--- src/rtl/pt_pkg.sv ---
package pt_pkg;

  typedef enum logic [1:0] {
    SLV_OFF   = 2'd0,
    SLV_PAUSE = 2'd1,
    SLV_EVENT = 2'd2,
    SLV_SPARE = 2'd3
  } slave_mode_e;

  localparam logic [2:0] SEL_EXT = 3'b111;

  // Strobes passed from control to datapath
  typedef struct packed {
    logic run;   // advance counter this edge
    logic wrap;  // load zero this edge (update event)
  } pt_strobe_t;

endpackage

--- src/rtl/pt_trig_cond.sv ---
module pt_trig_cond
  import pt_pkg::*;
#(
  parameter int NUM_INT = 4,
  parameter int PSC_W   = 2
) (
  input  logic               clk,
  input  logic               rstN,
  input  logic [NUM_INT-1:0] intTrig,
  input  logic               extTrig,
  input  logic               extPol,
  input  logic [PSC_W-1:0]   extPsc,
  input  logic [2:0]         trigSel,
  output logic               trigLvl,
  output logic               trigEdge
);

  localparam int PCNT_W = (1 << PSC_W) - 1;

  logic               extLvl, extPrev, extRaw, extFire;
  logic [PCNT_W-1:0]  pscCnt, pscLimit;
  logic [PCNT_W:0]    limitWide;
  logic [NUM_INT-1:0] intPrev, intRise;

  assign extLvl    = extTrig ^ extPol;
  assign extRaw    = extLvl & ~extPrev;
  assign limitWide = ({{PCNT_W{1'b0}}, 1'b1} << extPsc) - 1'b1;
  assign pscLimit  = limitWide[PCNT_W-1:0];
  assign extFire   = extRaw && (pscCnt >= pscLimit);
  assign intRise   = intTrig & ~intPrev;

  always_ff @(posedge clk) begin
    if (!rstN) begin
      extPrev <= 1'b0;
      intPrev <= '0;
      pscCnt  <= '0;
    end else begin
      extPrev <= extLvl;
      intPrev <= intTrig;
      if (extFire)     pscCnt <= '0;
      else if (extRaw) pscCnt <= pscCnt + 1'b1;
    end
  end

  always_comb begin
    trigLvl  = 1'b0;
    trigEdge = 1'b0;
    if (trigSel == SEL_EXT) begin
      trigLvl  = extLvl;
      trigEdge = extFire;
    end else begin
      for (int i = 0; i < NUM_INT; i++) begin
        if (trigSel == 3'(i)) begin
          trigLvl  = intTrig[i];
          trigEdge = intRise[i];
        end
      end
    end
  end

endmodule

--- src/rtl/pt_ctrl.sv ---
module pt_ctrl
  import pt_pkg::*;
(
  input  logic       clk,
  input  logic       rstN,
  input  logic       enWrite,
  input  logic       enWriteVal,
  input  logic       singlePulse,
  input  logic [1:0] slaveMode,
  input  logic       trigLvl,
  input  logic       trigEdge,
  input  logic       flagClr,
  input  logic       atReload,
  output pt_strobe_t strobe,
  output logic       enable,
  output logic       trigFlag,
  output logic       updateEvt
);

  slave_mode_e mode;
  logic        enReg, flagReg, gateOpen;

  assign mode = slave_mode_e'(slaveMode);

  always_comb begin
    gateOpen    = (mode == SLV_PAUSE) ? trigLvl : 1'b1;
    strobe.run  = enReg & gateOpen;
    strobe.wrap = enReg & gateOpen & atReload;
  end

  always_ff @(posedge clk) begin
    if (!rstN) begin
      enReg   <= 1'b0;
      flagReg <= 1'b0;
    end else begin
      if (enWrite)                             enReg <= enWriteVal;
      else if (mode == SLV_EVENT && trigEdge)  enReg <= 1'b1;
      else if (singlePulse && strobe.wrap)     enReg <= 1'b0;

      if (trigEdge)     flagReg <= 1'b1;
      else if (flagClr) flagReg <= 1'b0;
    end
  end

  assign enable    = enReg;
  assign trigFlag  = flagReg;
  assign updateEvt = strobe.wrap;

endmodule

--- src/rtl/pt_datapath.sv ---
module pt_datapath
  import pt_pkg::*;
#(
  parameter int W = 16
) (
  input  logic         clk,
  input  logic         rstN,
  input  pt_strobe_t   strobe,
  input  logic         enable,
  input  logic [W-1:0] autoReload,
  input  logic [W-1:0] cmpVal,
  output logic [W-1:0] count,
  output logic         atReload,
  output logic         pulseOut
);

  logic [W-1:0] cnt;

  always_ff @(posedge clk) begin
    if (!rstN)            cnt <= '0;
    else if (strobe.wrap) cnt <= '0;
    else if (strobe.run)  cnt <= cnt + 1'b1;
  end

  assign count    = cnt;
  assign atReload = (cnt == autoReload);
  assign pulseOut = enable && (cnt < cmpVal);

endmodule

--- src/rtl/pulse_timer.sv ---
module pulse_timer
  import pt_pkg::*;
#(
  parameter int W       = 16,
  parameter int NUM_INT = 4,
  parameter int PSC_W   = 2
) (
  input  logic               clk,
  input  logic               rstN,
  input  logic               enWrite,
  input  logic               enWriteVal,
  input  logic               singlePulse,
  input  logic [1:0]         slaveMode,
  input  logic [2:0]         trigSel,
  input  logic [NUM_INT-1:0] intTrig,
  input  logic               extTrig,
  input  logic               extPol,
  input  logic [PSC_W-1:0]   extPsc,
  input  logic               flagClr,
  input  logic [W-1:0]       autoReload,
  input  logic [W-1:0]       cmpVal,
  output logic [W-1:0]       count,
  output logic               enable,
  output logic               trigFlag,
  output logic               updateEvt,
  output logic               pulseOut
);

  logic       trigLvl, trigEdge, atReload;
  pt_strobe_t strobe;

  pt_trig_cond #(.NUM_INT(NUM_INT), .PSC_W(PSC_W)) u_trig (
    .clk(clk), .rstN(rstN), .intTrig(intTrig), .extTrig(extTrig),
    .extPol(extPol), .extPsc(extPsc), .trigSel(trigSel),
    .trigLvl(trigLvl), .trigEdge(trigEdge)
  );

  pt_ctrl u_ctrl (
    .clk(clk), .rstN(rstN), .enWrite(enWrite), .enWriteVal(enWriteVal),
    .singlePulse(singlePulse), .slaveMode(slaveMode), .trigLvl(trigLvl),
    .trigEdge(trigEdge), .flagClr(flagClr), .atReload(atReload),
    .strobe(strobe), .enable(enable), .trigFlag(trigFlag),
    .updateEvt(updateEvt)
  );

  pt_datapath #(.W(W)) u_dp (
    .clk(clk), .rstN(rstN), .strobe(strobe), .enable(enable),
    .autoReload(autoReload), .cmpVal(cmpVal), .count(count),
    .atReload(atReload), .pulseOut(pulseOut)
  );

endmodule

--- config.mk ---
export PLATFORM = sky130hd
export DESIGN_NAME = pulse_timer
export DESIGN_NICKNAME = d
export VERILOG_FILES = /design/src/rtl/pt_pkg.sv /design/src/rtl/pt_trig_cond.sv /design/src/rtl/pt_ctrl.sv /design/src/rtl/pt_datapath.sv /design/src/rtl/pulse_timer.sv
export SDC_FILE = /design/constraint.sdc
export NUM_CORES = 1
export LEC_CHECK = 0
export CORE_MARGIN = 8
export CORE_UTILIZATION = 45
export CTS_CLUSTER_SIZE = 30
export DETAILED_ROUTE_END_ITERATION = 12
export PLACE_DENSITY_LB_ADDON = 0.3
export SLEW_MARGIN = 40
export SYNTH_ARGS = -nofsm -noshare
export SYNTH_HDL_FRONTEND = slang
export SYNTH_SLANG_ARGS = --single-unit
--- constraint.sdc ---
create_clock -name clk -period 3.5 [get_ports clk]
set_input_delay 0.875 -clock clk [delete_from_list [all_inputs] [get_ports clk]]
set_output_delay 0.875 -clock clk [all_outputs]
set_load 0.01 [all_outputs]
# ---- Word level (Yosys, flattened, before mapping)
# Cells that the tools add are included.
dict set report op_classes {
  n_addsub 3
  n_mul 0
  n_div 0
  magnitude_cmp 2
  eq_ne 7
  shift 1
  mux 16
  bitwise_logic 8
  n_reduce_logical 9
}
# cell count
set ops {}
lappend ops {{$add A16 B1 Y16 const B} 1}
lappend ops {{$eq A16 B16 Y1} 1}
lappend ops {{$lt A16 B16 Y1} 1}
lappend ops {{$mux W1} 16}
lappend ops {{$eq A3 B2 Y1 const B} 2}
lappend ops {{$and A4 B4 Y4} 1}
lappend ops {{$logic_and A1 B1 Y1} 4}
lappend ops {{$not A4 Y4} 1}
lappend ops {{$reduce_or A2 Y1} 2}
lappend ops {{$add A3 B1 Y3 const B} 1}
lappend ops {{$and A1 B1 Y1} 3}
lappend ops {{$eq A3 B1 Y1 const B} 1}
lappend ops {{$eq A3 B3 Y1 const B} 1}
lappend ops {{$ge A3 B3 Y1} 1}
lappend ops {{$logic_not A3 Y1} 1}
lappend ops {{$reduce_bool A3 Y1} 1}
lappend ops {{$shl A1 B2 Y3 const A} 1}
lappend ops {{$sub A3 B1 Y3 const B} 1}
lappend ops {{$eq A2 B1 Y1 const B} 1}
lappend ops {{$eq A2 B2 Y1 const B} 1}
lappend ops {{$not A1 Y1} 2}
lappend ops {{$reduce_bool A2 Y1} 1}
lappend ops {{$xor A1 B1 Y1} 1}
dict set report word_totals {
  regBits 26
  latchBits 0
  ram_bits 0
  rom_bits 0
  input_bits 51
  output_inout_bits 20
  elab_cells 52
  memories 0
}

# ---- Logic depth before layout (Yosys ltp)
dict set report depth {
  depth_word 13
  ltp_mapped 7
  depth_no_buf 7
}

# ---- Modules after synthesis
# A second synthesis with hierarchy kept.
dict set report unflattened {
  cells_unflattened 224
  hier_area_um2 1854.3
}
# module instances cells_per_inst area_per_inst_um2 seq_area_each_um2
set by_module_without_submodules {}
lappend by_module_without_submodules {pt_datapath 1 154 1267.5 320.3}
lappend by_module_without_submodules {pt_trig_cond 1 55 470.5 160.2}
lappend by_module_without_submodules {pt_ctrl 1 15 116.4 40.0}

# ---- Least setup slack after synthesis
# No wires, ideal clock.
dict set report synth_path {
  path_kind {in2out}
  from {input port trigSel[1]}
  to {output port updateEvt}
  arrival_ns 2.149
  required_ns 2.625
  slack_ns 0.476
  cell_stages 5
  n_path_buf 1
  path_cell_list {buf_6 -> mux2_4 -> a2111o_4 -> o21ai_4 -> nor2_1}
}
dict set report synth_between {
  elab_chain_cells 9
  word_cells_on_any_way 13
  classes_between {4 x eq/ne; 6 x mux; 2 x bitwise; 1 x reduce/logical}
}
# element line
set synth_rtl {}
lappend synth_rtl {{from (decl)} pulse_timer.sv:14} ;# input logic [2:0] trigSel,
lappend synth_rtl {{$logic_not A3 Y1} pt_trig_cond.sv:53} ;# if (trigSel == 3'(i)) begin
lappend synth_rtl {{$mux W1 (4 in a row)} pt_trig_cond.sv:53}
lappend synth_rtl {{$mux W1 (*)} pt_trig_cond.sv:48} ;# if (trigSel == SEL_EXT) begin
lappend synth_rtl {{$mux W1 (*)} pt_ctrl.sv:26} ;# gateOpen = (mode == SLV_PAUSE) ? trigLvl : 1'b1;
lappend synth_rtl {{$and A1 B1 Y1 (*) (2 in a row)} pt_ctrl.sv:28} ;# strobe.wrap = enReg & gateOpen & atReload;
lappend synth_rtl {{to (decl)} pulse_timer.sv:25} ;# output logic updateEvt,
# Every way passes the cells marked *; elsewhere a longest branch is shown, timed or not.

# ---- Worst setup path after layout
# Same ends and word-level chain as after synthesis.

==> Flow_metrics.wiki <==
{| class="wikitable"
! Metric !! Value
|-
| Outcome || completed
|-
| Clock latency on the worst-skew pair || 0.26 ns
|-
| # fillers || 300
|-
| Sum of met3 wire segment lengths after detailed routing || 213 um
|-
| Clock network power share || 0.247
|-
| Final core occ || 0.716
|-
| Ratio of cells with drive above 1 in the final layout || 0.148
|-
| Vias || 1859
|-
| Worst min-delay path class || reg2reg
|-
| Clock input transition at the sequential cells of the worst setup and hold paths || 0.08 ns
|-
| Power per standard cell area || 223 mW/mm^2
|-
| Part of the power in combinational logic || 0.264
|-
| PortBufs || 70
|-
| Count of flip-flops with a built-in enable after synthesis || 0
|-
| Most frequent cells in the layout || sky130_fd_sc_hd__clkdlybuf4s50_1, sky130_fd_sc_hd__xor2_1, sky130_fd_sc_hd__nor2_1, sky130_fd_sc_hd__dfxtp_1, sky130_fd_sc_hd__inv_1
|-
| Clock root buffer master || sky130_fd_sc_hd__clkbuf_8
|-
| Area after detailed placement || 0.00277 mm^2
|-
| Die Span Y || 81.4 um
|-
| DP HPWL || 4.43 mm
|-
| Die extent in x || 81.4 um
|-
| Post-synthesis register bit count || 26
|-
| Crit-path cells || clkdlybuf4s50_1 > mux2_4 > a2111o_4 > o21ai_4 > nor2_1 > buf_2
|-
| TritonCTS clock tree || yes
|-
| Sequential share of the synthesized area || 0.271
|-
| TritonCTS Sinks || 26
|-
| Max-cap violations || 0
|-
| Async SR Flop Fraction || 0
|-
| Syn_nets || 296
|-
| Initial core utilization || 0.474
|-
| Synth area leader || sky130_fd_sc_hd__dfxtp_1
|-
| Met1 wire length || 2.30 mm
|-
| Top fanout value on the critical path || 2
|-
| Uppermost routed layer || met4
|-
| Synth Cell Area || 0.00192 mm^2
|-
| Routed wirelength normalized by instance count || 15.5 um
|-
| Final antenna diode count || 0
|-
| Area fraction of the dominant cell type after synthesis || 0.271
|-
| Yosys warns || 0
|-
| First-pass GRT wire length || 8.63 mm
|-
| Per-instance average area after synthesis || 8.54 um^2
|-
| Startpoint-to-endpoint class of the critical path || in2out
|-
| Cell Count, Final, Fillers Out || 360
|-
| Final Hold Viols || 0
|-
| Gpl congestion || 0.854
|-
| Leakage dissipation || 1.28 nW
|-
| Via density || 5.16
|-
| Die area || 0.00662 mm^2
|-
| Length of the first detailed-routing pass in iterations || 4
|-
| Required time of the worst setup path || 2.62 ns
|-
| Number of levels the H-tree was split into || 1
|-
| Total gr overflow || 0
|-
| Critical Path Slowest Stage Cell || sky130_fd_sc_hd__a2111o_4
|-
| Area growth from synthesis to layout || 51.1%
|-
| Number of global-route vias before repair || 1879
|-
| Clock buffer count from CTS || 3
|-
| Met2 routed wirelength || 2.96 mm
|-
| Gate count after technology mapping || 225
|-
| Post-synth top flop || sky130_fd_sc_hd__dfxtp_1
|-
| Gr usage total || 0.164
|-
| Count of nets left with antenna violations after detail routing || 0
|-
| Sequential cell fraction of total power || 0.489
|-
| Aggregate routed wire length || 5.57 mm
|-
| Final slew viol count || 0
|-
| Critical Path Source Type || input port
|-
| Area inside the core boundary || 0.00406 mm^2
|-
| Final Cycle Share || 0.976
|-
| Worst-case hold slack || 0.514 ns
|-
| Crit path time final || 3.42 ns
|-
| Switching power || 0.164 mW
|-
| Worst clock skew || 0.00186 ns
|-
| Final routed DRC violation total || 0
|-
| Worst vdd rail ir drop || 0.000202 V
|-
| Most frequent standard cell in the layout excluding fill and tap cells || sky130_fd_sc_hd__clkdlybuf4s50_1
|-
| Finished layout cell area || 0.00290 mm^2
|-
| Total negative slack || 0 ns
|-
| P_int || 0.484 mW
|-
| Number of cells after detailed placement || 357
|-
| Arrival time reported for the critical path endpoint || 2.54 ns
|-
| Final Setup Violations || 0
|-
| Number of top-level pins || 71
|-
| Worst slew pin tran || 0.533 ns
|-
| Maximum number of pins on one net before global-route repair || 17
|-
| Slew headroom || 0.642
|-
| RSZ-0062 raised after global routing || no
|-
| Number of nets at the end of the flow || 383
|-
| Critical Path Sink Type || output port
|-
| Clk buf depth || 2
|-
| Delay contributed by the slowest stage of the critical path || 0.50 ns
|-
| Count of different cell masters after synthesis || 44
|-
| Iter 0 DRT Violations || 121
|-
| Maximum clock frequency || 293 MHz
|-
| Synth top area cells || sky130_fd_sc_hd__dfxtp_1, sky130_fd_sc_hd__xor2_1, sky130_fd_sc_hd__ha_1
|-
| Hold buffer count at cts || 0
|-
| Antenna violations before repair || 0
|-
| Net Sw Frac || 0.253
|-
| Standard-cell row count || 23
|}
==> sequential cells by signal, summed over array words and instances, names as in the netlist <==
name,count
u_trig.extPrev,1
u_trig.intPrev,4
u_ctrl.trigFlag,1
u_dp.count,16
u_ctrl.enable,1
u_trig.pscCnt,3
==> metrics by stage <==
step / power [mW] / setup slack, ns
CTS: 0.652 / 0.00163
floorplan: 0.396 / 0.476
finish: 0.648 / 0.0839
global route: 0.686 / 0.0129
global placement: 0.484 / -0.503
detailed placement: 0.489 / -0.539
==> synth_stat cells, drive strengths merged, types with 2 or more instances <==
cell type and n:
xor2 32, nor2 29, dfxtp 26, inv 21
ha 20, nand2 17, o21ai 10, o2111ai 9
a21oi 7, nor4 5, and3 4, and2 3
buf 3, nand2b 3, nand4 3, nor2b 3
a21o 2, a31oi 2, and4 2, clkbuf 2
nor3 2, o211ai 2, o21a 2, o32ai 2
xnor2 2
==> path summary, 6_finish.rpt <==
kind / end / slack [ns] / start / depth (start not counted)
setup / recovery: updateEvt / 0.08 / trigSel[1] / 6
hold / removal: u_ctrl.trigFlag / 0.51 / u_ctrl.trigFlag / 2
setup reg to reg: u_dp.count[3] / 1.40 / u_dp.count[4] / 8
hold reg to reg: u_ctrl.trigFlag / 0.51 / u_ctrl.trigFlag / 2
==> per-layer routing <==
layer / global-route usage / vias to the layer above
met3: 0.0320 / 8
met2: 0.307 / 40
met5: 0 / -
met4: 0.0429 / 0
met1: 0.183 / 847
li1: - / 964
==> area by class of cell <==
type                    count  area (um^2)  area share
well taps                  50         62.6      0.0215
clock buffers               3         41.3      0.0142
multi-input cells         173         1380       0.474
inverters                  21         78.8      0.0271
flip-flops and latches     26          520       0.179
repair buffers             87          823       0.283
==> worst max-delay path: cells and delay by family <==
kind                   cells  cell delay [ns]
AOI/OAI and AO/OA          2             0.66
and+or+nand+nor            1             0.06
muxes                      1             0.31
buffers and inverters      2             0.63
==> power groups by stage <==
stage | Sequential [mW] | Combinational (mW) | Clock [mW]
detailed placement | 0.324 | 0.165 | 0
floorplan | 0.321 | 0.0753 | 0
global route | 0.319 | 0.187 | 0.180
global placement | 0.323 | 0.161 | 0
CTS | 0.317 | 0.167 | 0.168
finish | 0.317 | 0.171 | 0.160
==> kinds of logic after synthesis <==
| logic type | after synthesis | share of synthesized area |
|---|---|---|
| AND/OR/NAND/NOR | 75 | 0.191 |
| multiplexers | 2 | 0.0130 |
| flip-flops | 26 | 0.271 |
| XOR/XNOR | 34 | 0.155 |
| adder cells (fa/ha/maj) | 20 | 0.130 |
| AO/OA/AOI/OAI | 42 | 0.177 |
| buffers and inverters | 26 | 0.0625 |
==> repair_timing <==
action,4_1_cts,5_1_grt
buffers inserted,0,1
gates resized for setup,14,11
hold endpoints to repair,0,0
pin swaps,2,14
setup endpoints to repair,2,1
Power figures use the tool's default switching activity.
